==> src/rtl/rstc_pkg.sv <==
`timescale 1ns/1ps
package rstc_pkg;
    localparam int NUM_SRC = 2;

    typedef logic [NUM_SRC-1:0] src_mask_t;

    // State of the sticky cause recorder
    typedef struct packed {
        logic      busy;   // a synchronizer was active at the previous edge
        src_mask_t cause;  // sources seen in the current or latest episode
    } cause_state_t;
endpackage

==> src/rtl/rstc_sync_chain.sv <==
`timescale 1ns/1ps
// Per-source chain: forced active asynchronously, drained one stage per clock.
module rstc_sync_chain #(
    parameter int STAGES = 2
) (
    input  logic clk,
    input  logic src_act,
    output logic held
);
    logic [STAGES-1:0] chain_d;
    logic [STAGES-1:0] chain_q;

    always_comb begin
        chain_d = {chain_q[STAGES-2:0], 1'b0};
    end

    always_ff @(posedge clk or posedge src_act) begin
        if (src_act) chain_q <= '1;
        else         chain_q <= chain_d;
    end

    assign held = chain_q[STAGES-1];
endmodule

==> src/rtl/rstc_release_stage.sv <==
`timescale 1ns/1ps
// Final flop: set by the merged chains, cleared on the next clock after they drop.
module rstc_release_stage (
    input  logic clk,
    input  logic merged,
    output logic rst_act
);
    logic rel_d;
    logic rel_q;

    always_comb begin
        rel_d = 1'b0;
    end

    always_ff @(posedge clk or posedge merged) begin
        if (merged) rel_q <= 1'b1;
        else        rel_q <= rel_d;
    end

    assign rst_act = rel_q;
endmodule

==> src/rtl/rstc_cause_reg.sv <==
`timescale 1ns/1ps
module rstc_cause_reg
    import rstc_pkg::*;
(
    input  logic      clk,
    input  src_mask_t held,
    input  logic      clr,
    output src_mask_t cause
);
    cause_state_t st_d;
    cause_state_t st_q;

    always_comb begin
        st_d      = st_q;
        st_d.busy = |held;
        if (|held) begin
            // new episode replaces, an ongoing one accumulates
            st_d.cause = held | (st_q.busy ? st_q.cause : '0);
        end else if (clr) begin
            st_d.cause = '0;
        end
    end

    always_ff @(posedge clk) begin
        st_q <= st_d;
    end

    assign cause = st_q.cause;
endmodule

==> src/rtl/rstc_top.sv <==
`timescale 1ns/1ps
module rstc_top
    import rstc_pkg::*;
#(
    parameter int SYNC_STAGES = 2,
    parameter bit ACTIVE_LOW  = 1'b1
) (
    input  logic       clk,
    input  logic       src_a_rst,
    input  logic       src_b_rst,
    input  logic       cause_clr,
    output logic       rst_out,
    output logic [1:0] cause
);
    src_mask_t src_raw;
    src_mask_t src_act;
    src_mask_t held;
    logic      any_held;
    logic      rst_act;

    assign src_raw = {src_b_rst, src_a_rst};

    for (genvar i = 0; i < NUM_SRC; i++) begin : g_src
        if (ACTIVE_LOW) begin : g_inv
            assign src_act[i] = ~src_raw[i];
        end else begin : g_pass
            assign src_act[i] = src_raw[i];
        end
        rstc_sync_chain #(.STAGES(SYNC_STAGES)) u_chain (
            .clk     (clk),
            .src_act (src_act[i]),
            .held    (held[i])
        );
    end

    assign any_held = |held;

    rstc_release_stage u_rel (
        .clk     (clk),
        .merged  (any_held),
        .rst_act (rst_act)
    );

    rstc_cause_reg u_cause (
        .clk   (clk),
        .held  (held),
        .clr   (cause_clr),
        .cause (cause)
    );

    if (ACTIVE_LOW) begin : g_out_inv
        assign rst_out = ~rst_act;
    end else begin : g_out_pass
        assign rst_out = rst_act;
    end
endmodule

==> config.mk <==
export PLATFORM = sky130hd
export DESIGN_NAME = rstc_top
export DESIGN_NICKNAME = d
export VERILOG_FILES = /design/src/rtl/rstc_pkg.sv /design/src/rtl/rstc_sync_chain.sv /design/src/rtl/rstc_release_stage.sv /design/src/rtl/rstc_cause_reg.sv /design/src/rtl/rstc_top.sv
export SDC_FILE = /design/constraint.sdc
export NUM_CORES = 1
export LEC_CHECK = 0
export ABC_AREA = 1
export BUFFER_PORTS_ARGS = -buffer_cell sky130_fd_sc_hd__buf_2
export CORE_AREA = 2 2 39 41
export CTS_CLUSTER_SIZE = 24
export DETAILED_ROUTE_END_ITERATION = 8
export DIE_AREA = 0 0 41 43
export PLACE_DENSITY_LB_ADDON = 0.1
export SLEW_MARGIN = 20
export SYNTH_ARGS = -nofsm -noshare
export SYNTH_HDL_FRONTEND = slang
export SYNTH_HIERARCHICAL = 1
export SYNTH_SLANG_ARGS = --single-unit
==> constraint.sdc <==
create_clock -name clk -period 0.8 [get_ports clk]
set_clock_uncertainty 0.2 [all_clocks]
set_input_delay 0.04 -clock clk [delete_from_list [all_inputs] [get_ports clk]]
set_output_delay 0.04 -clock clk [all_outputs]
set_load 0.01 [all_outputs]
== Word level (Yosys, flattened, before mapping) ==
Index checks and enable logic that the tools add are counted.

* Bits in registers: 8
* Word-level logic and storage cells: 12

* Reductions and logical operators: 2
* Muxes and demuxes: 3
* Bitwise logic cells: 2

{| class="wikitable"
|+ Operator list
! operator !! count
|-
| 2-bit 2-to-1 mux || 3
|-
| 2-bit OR || 1
|-
| 2-bit nonzero test || 1
|-
| 2-bit OR reduction || 1
|-
| 1-bit NOT || 1
|}

== Logic depth before layout (Yosys ltp) ==
* Depth in word-level cells: 3
* Gate-level depth with buffers: 3

== Cells and area by module ==
Netlist, hierarchy kept.

{| class="wikitable"
|+ By module, submodules not included
! module !! times used !! area each (um^2) !! cells each !! seq. area each (um^2)
|-
| rstc_cause_reg || 1 || 131.4 || 13 || 80.1
|-
| rstc_sync_chain || 2 || 60.1 || 4 || 52.6
|-
| rstc_release_stage || 1 || 33.8 || 3 || 26.3
|-
| rstc_top || 1 || 22.5 || 6 || 0.0
|}

== Worst setup path after synthesis ==
Ideal clock, no wire load.

* Path type: reg2reg
* Start: register g_src[0].u_chain.chain_q[1]
* End: register u_cause.st_q (netlist bit u_cause/cause[0]), enable pin
* Setup time: 301 ps
* Arrival time: 663 ps
* Stages on the path, launching flop included: 3
* Path slack: -363 ps
* Buffers on the path: 0
* Required time: 299 ps
* Path through: dfstp_2 -> inv_1 -> nand3b_1

* Word-level cells in the longest chain between the ends: 2

{| class="wikitable"
|+ RTL lines
! element !! line !! source
|-
| from (decl) || rstc_sync_chain.sv:11 || <nowiki>logic [STAGES-1:0] chain_q;</nowiki>
|-
| from (signal assigned) || rstc_sync_chain.sv:19 || <nowiki>else chain_q <= chain_d;</nowiki>
|-
| 2-bit OR reduction || rstc_cause_reg.sv:16 || <nowiki>if (|held) begin</nowiki>
|-
| 2-bit nonzero test (no source line) || - ||
|-
| to (signal assigned) || rstc_cause_reg.sv:25 || <nowiki>st_q <= st_d;</nowiki>
|-
| to (decl) || rstc_cause_reg.sv:11 || <nowiki>cause_state_t st_q;</nowiki>
|}

Every way passes these cells.
A chain may end at the register's enable or synchronous reset.

== Final worst setup path ==
* Start: register g_src[1].u_chain.chain_q[1]
* End: register u_cause.st_q (netlist bit u_cause/cause[0]), enable pin

* Word-level cells in the longest chain between the ends: 2

{| class="wikitable"
|+ RTL lines
! element !! line
|-
| from (decl) || rstc_sync_chain.sv:11
|-
| from (signal assigned) || rstc_sync_chain.sv:19
|-
| 2-bit OR reduction || rstc_cause_reg.sv:16
|-
| 2-bit nonzero test (no source line) || -
|}

Every way passes these cells.

==> results.yml <==
global_routing:
  grtUsageTotal: 0.0629
  antenna_found_initial: 0
  grt_pass1_wl_um: 703
  grt_pass1_vias: 199
  grt_start_max_net_pins: 6
  grt_overflow: 0
routing:
  num_vias: 201
  drt-pass1-iter-count: 1
  viasPerCell: 3.35
  drc: 0
  drtIter0Drc: 0
  wl_per_cell_um: 6.83
  wl_um: 410
  antenna_left: 0
sta:
  setup_slack_ps: -358
  maxSlewViolCount: 0
  setup_viol: 8
  min_period_ps: 1160
  tns_ps: -2260
  min_period_over_period: 1.45
  holdWs_ps: -89.6
  hold_viol_final: 2
  rsz0062_at_grt: "true"
  clock.fmax_mhz: 864
clocking:
  clock_latency_ps: 250
  cts.sinks: 8
  cts_hold_buf: 2
  htreeDepth: 1
  path_clk_slew_ps: 60
  clockBufferDepth: 2
  clockRootBuffer: "clkbuf_4"
  cts_buffers: 3
  cts_tree: "built"
critical_path:
  critPathSlowestCell: "dfstp_2"
  path_buf_inv: 1
  path_cells: "inv_2, nand3b_1"
  critPathMaxStageDelay_ps: 530
  crit_type: "reg2reg"
  worstSetupEndpointType: "flip-flop"
  critPathMaxFanout: 2
  cp.required_ps: 570
  cp-start-kind: "flip-flop"
  worstPathArrival_ps: 920
  cp_top_family: "flip-flops"
synthesis:
  synth_top_area_cell: "dfstp_2"
  syn_area_per_cell_um2: 10.3
  synth_top_family_by_area: "buffers and inverters"
  synthCells: 30
  synth_nets: 34
  ys_types: 9
  synth.area.top_cells: "dfstp_2 (43%), edfxtp_1 (20%), inv_1 (12%), dfxtp_1 (6.5%), buf_4 (4.9%)"
  synthMuxAreaShare: 0
  ys_seq_elements: 8
  synth_simple_gate_area_share: 0.106
  yosysTopAreaCellShare: 0.427
  synthAdderAreaFrac: 0
  synth_xor_xnor_area_share: 0
  synth_compound_area_frac: 0
  ys_seq_area_frac: 0.687
  yosysWarnings: 6
  synth_area_um2: 308
layout:
  design_area_um2: 425
  final_cell_mix: "inv_1 (7), dfstp_2 (5), buf_2 (5), nand2_1 (4), buf_4 (4)"
  diodes: 0
  drive_above_1_share: 0.477
  finalNetCount: 49
  syn_to_final_growth_pct: 38.2
  fillers: 154
  final_common_cell: "inv_1"
run:
  drv_cap: 0
floorplan:
  dieWidth_um: 41
  design.die.area_um2: 1760
  io_pins: 7
  std_cell_rows: 14
  core_um2: 1380
  die_h_um: 43
  initial_utilization: 0.222
pwr:
  power.density_nw_per_um2: 2050
  seqPwrFrac: 0.533
  power_frac_clock: 0.377
  power_frac_comb: 0.089
  irDropWorstVdd_v: 0.000757
  p_sw_uw: 184
  p_int_uw: 689
  p_leak_nw: 0.226
  switching_share: 0.210
hold_path:
  hold_class: "in2reg"
run_status:
  outcome: "finished, violations left"
  violations: "hold timing, setup timing"
place:
  place_area_um2: 365
  portBuffers: 6
  dp_hpwl_um: 304
  dp_worst_setup_slack_ps: -363
  gp_congestion: 0.644
==> synth_stat cells <==
master / instances
buf_4: 2
conb_1: 3
dfstp_2: 5
dfxtp_1: 1
edfxtp_1: 2
inv_1: 10
nand2_1: 4
nand3_1: 2
nand3b_1: 1
==> through the flow <==
stage               instances  power (mW)   util
finish                     60       0.873  0.307
global route               60       0.938  0.307
CTS                        60       0.895  0.303
detailed placement         53       0.536  0.264
global placement           53       0.535  0.264
floorplan                  30       0.513      -
==> state kept, by name (all words and copies together), names as in the netlist <==
signal / cells
u_rel/rst_act: 1
u_cause/st_q: 1
g_src.u_chain/chain_q: 4
u_cause/cause: 2
==> worst paths after layout <==
kind | start | endpoint | slack (ps) | cells after the start
worst max-delay path | g_src[1].u_chain/chain_q[1]$_DFF_PP1_ | u_cause/cause[0]$_SDFFCE_PN0P_ | -360 | 2
worst min-delay path | cause_clr | u_cause/cause[1]$_SDFFCE_PN0P_ | -90 | 2
worst max register to register | g_src[1].u_chain/chain_q[1]$_DFF_PP1_ | u_cause/cause[0]$_SDFFCE_PN0P_ | -360 | 2
worst min register to register | g_src[0].u_chain/chain_q[0]$_DFF_PP1_ | g_src[0].u_chain/chain_q[1]$_DFF_PP1_ | 150 | 0
max in group asynchronous | g_src[1].u_chain/chain_q[1]$_DFF_PP1_ | u_rel/rst_act$_DFF_PP1_ | 100 | 4
min in group asynchronous | src_b_rst | g_src[1].u_chain/chain_q[1]$_DFF_PP1_ | 150 | 4
==> cells by family (layout without fill, tap and decap cells) <==
kind of cell / after synthesis / in the layout
DFF: 8 / 8
other: 3 / 3
buffers and inverters: 12 / 26
and+or+nand+nor: 7 / 7
==> routing by layer <==
layer  up-vias  global-route usage  share of wire
met3         2              0.0314          0.071
met2         5              0.0906           0.51
met4         0              0.0600          0.012
met1        88              0.0600           0.40
met5         -                   0              0
li1        106                   -              -
==> power by group through the flow <==
stage | sequential [mW] | combinational [mW] | clock [mW]
floorplan | 0.471 | 0.0422 | 0
global placement | 0.471 | 0.0631 | 0
detailed placement | 0.472 | 0.0643 | 0
CTS | 0.465 | 0.0756 | 0.355
global route | 0.468 | 0.0883 | 0.381
finish | 0.465 | 0.0780 | 0.329
==> worst register-to-register path, delay by kind of cell (launching register included) <==
| family | cells | cell delay [ps] |
|---|---|---|
| and+or+nand+nor | 1 | 100 |
| buffers and inverters | 1 | 40 |
| DFF | 1 | 530 |
==> cell type report <==
class / count / area, um2 / share of cell area
Timing Repair Buffer: 12 / 86.3 / 0.203
Tap cell: 16 / 20.0 / 0.0471
Multi-Input combinational cell: 10 / 43.8 / 0.103
Inverter: 10 / 37.5 / 0.0882
Clock buffer: 4 / 26.3 / 0.0618
Sequential cell: 8 / 211 / 0.497
==> timing repair <==
| action | 4_1_cts | 5_1_grt |
|---|---|---|
| resized for setup | 0 | 2 |
| setup endpoints to repair | 8 | 8 |
| cloned | 0 | 0 |
| pin swaps | 1 | 0 |
| endpoints found under the hold margin | 6 | 2 |
| setup buffers | 1 | 0 |
(Power assumes the default switching activity.)
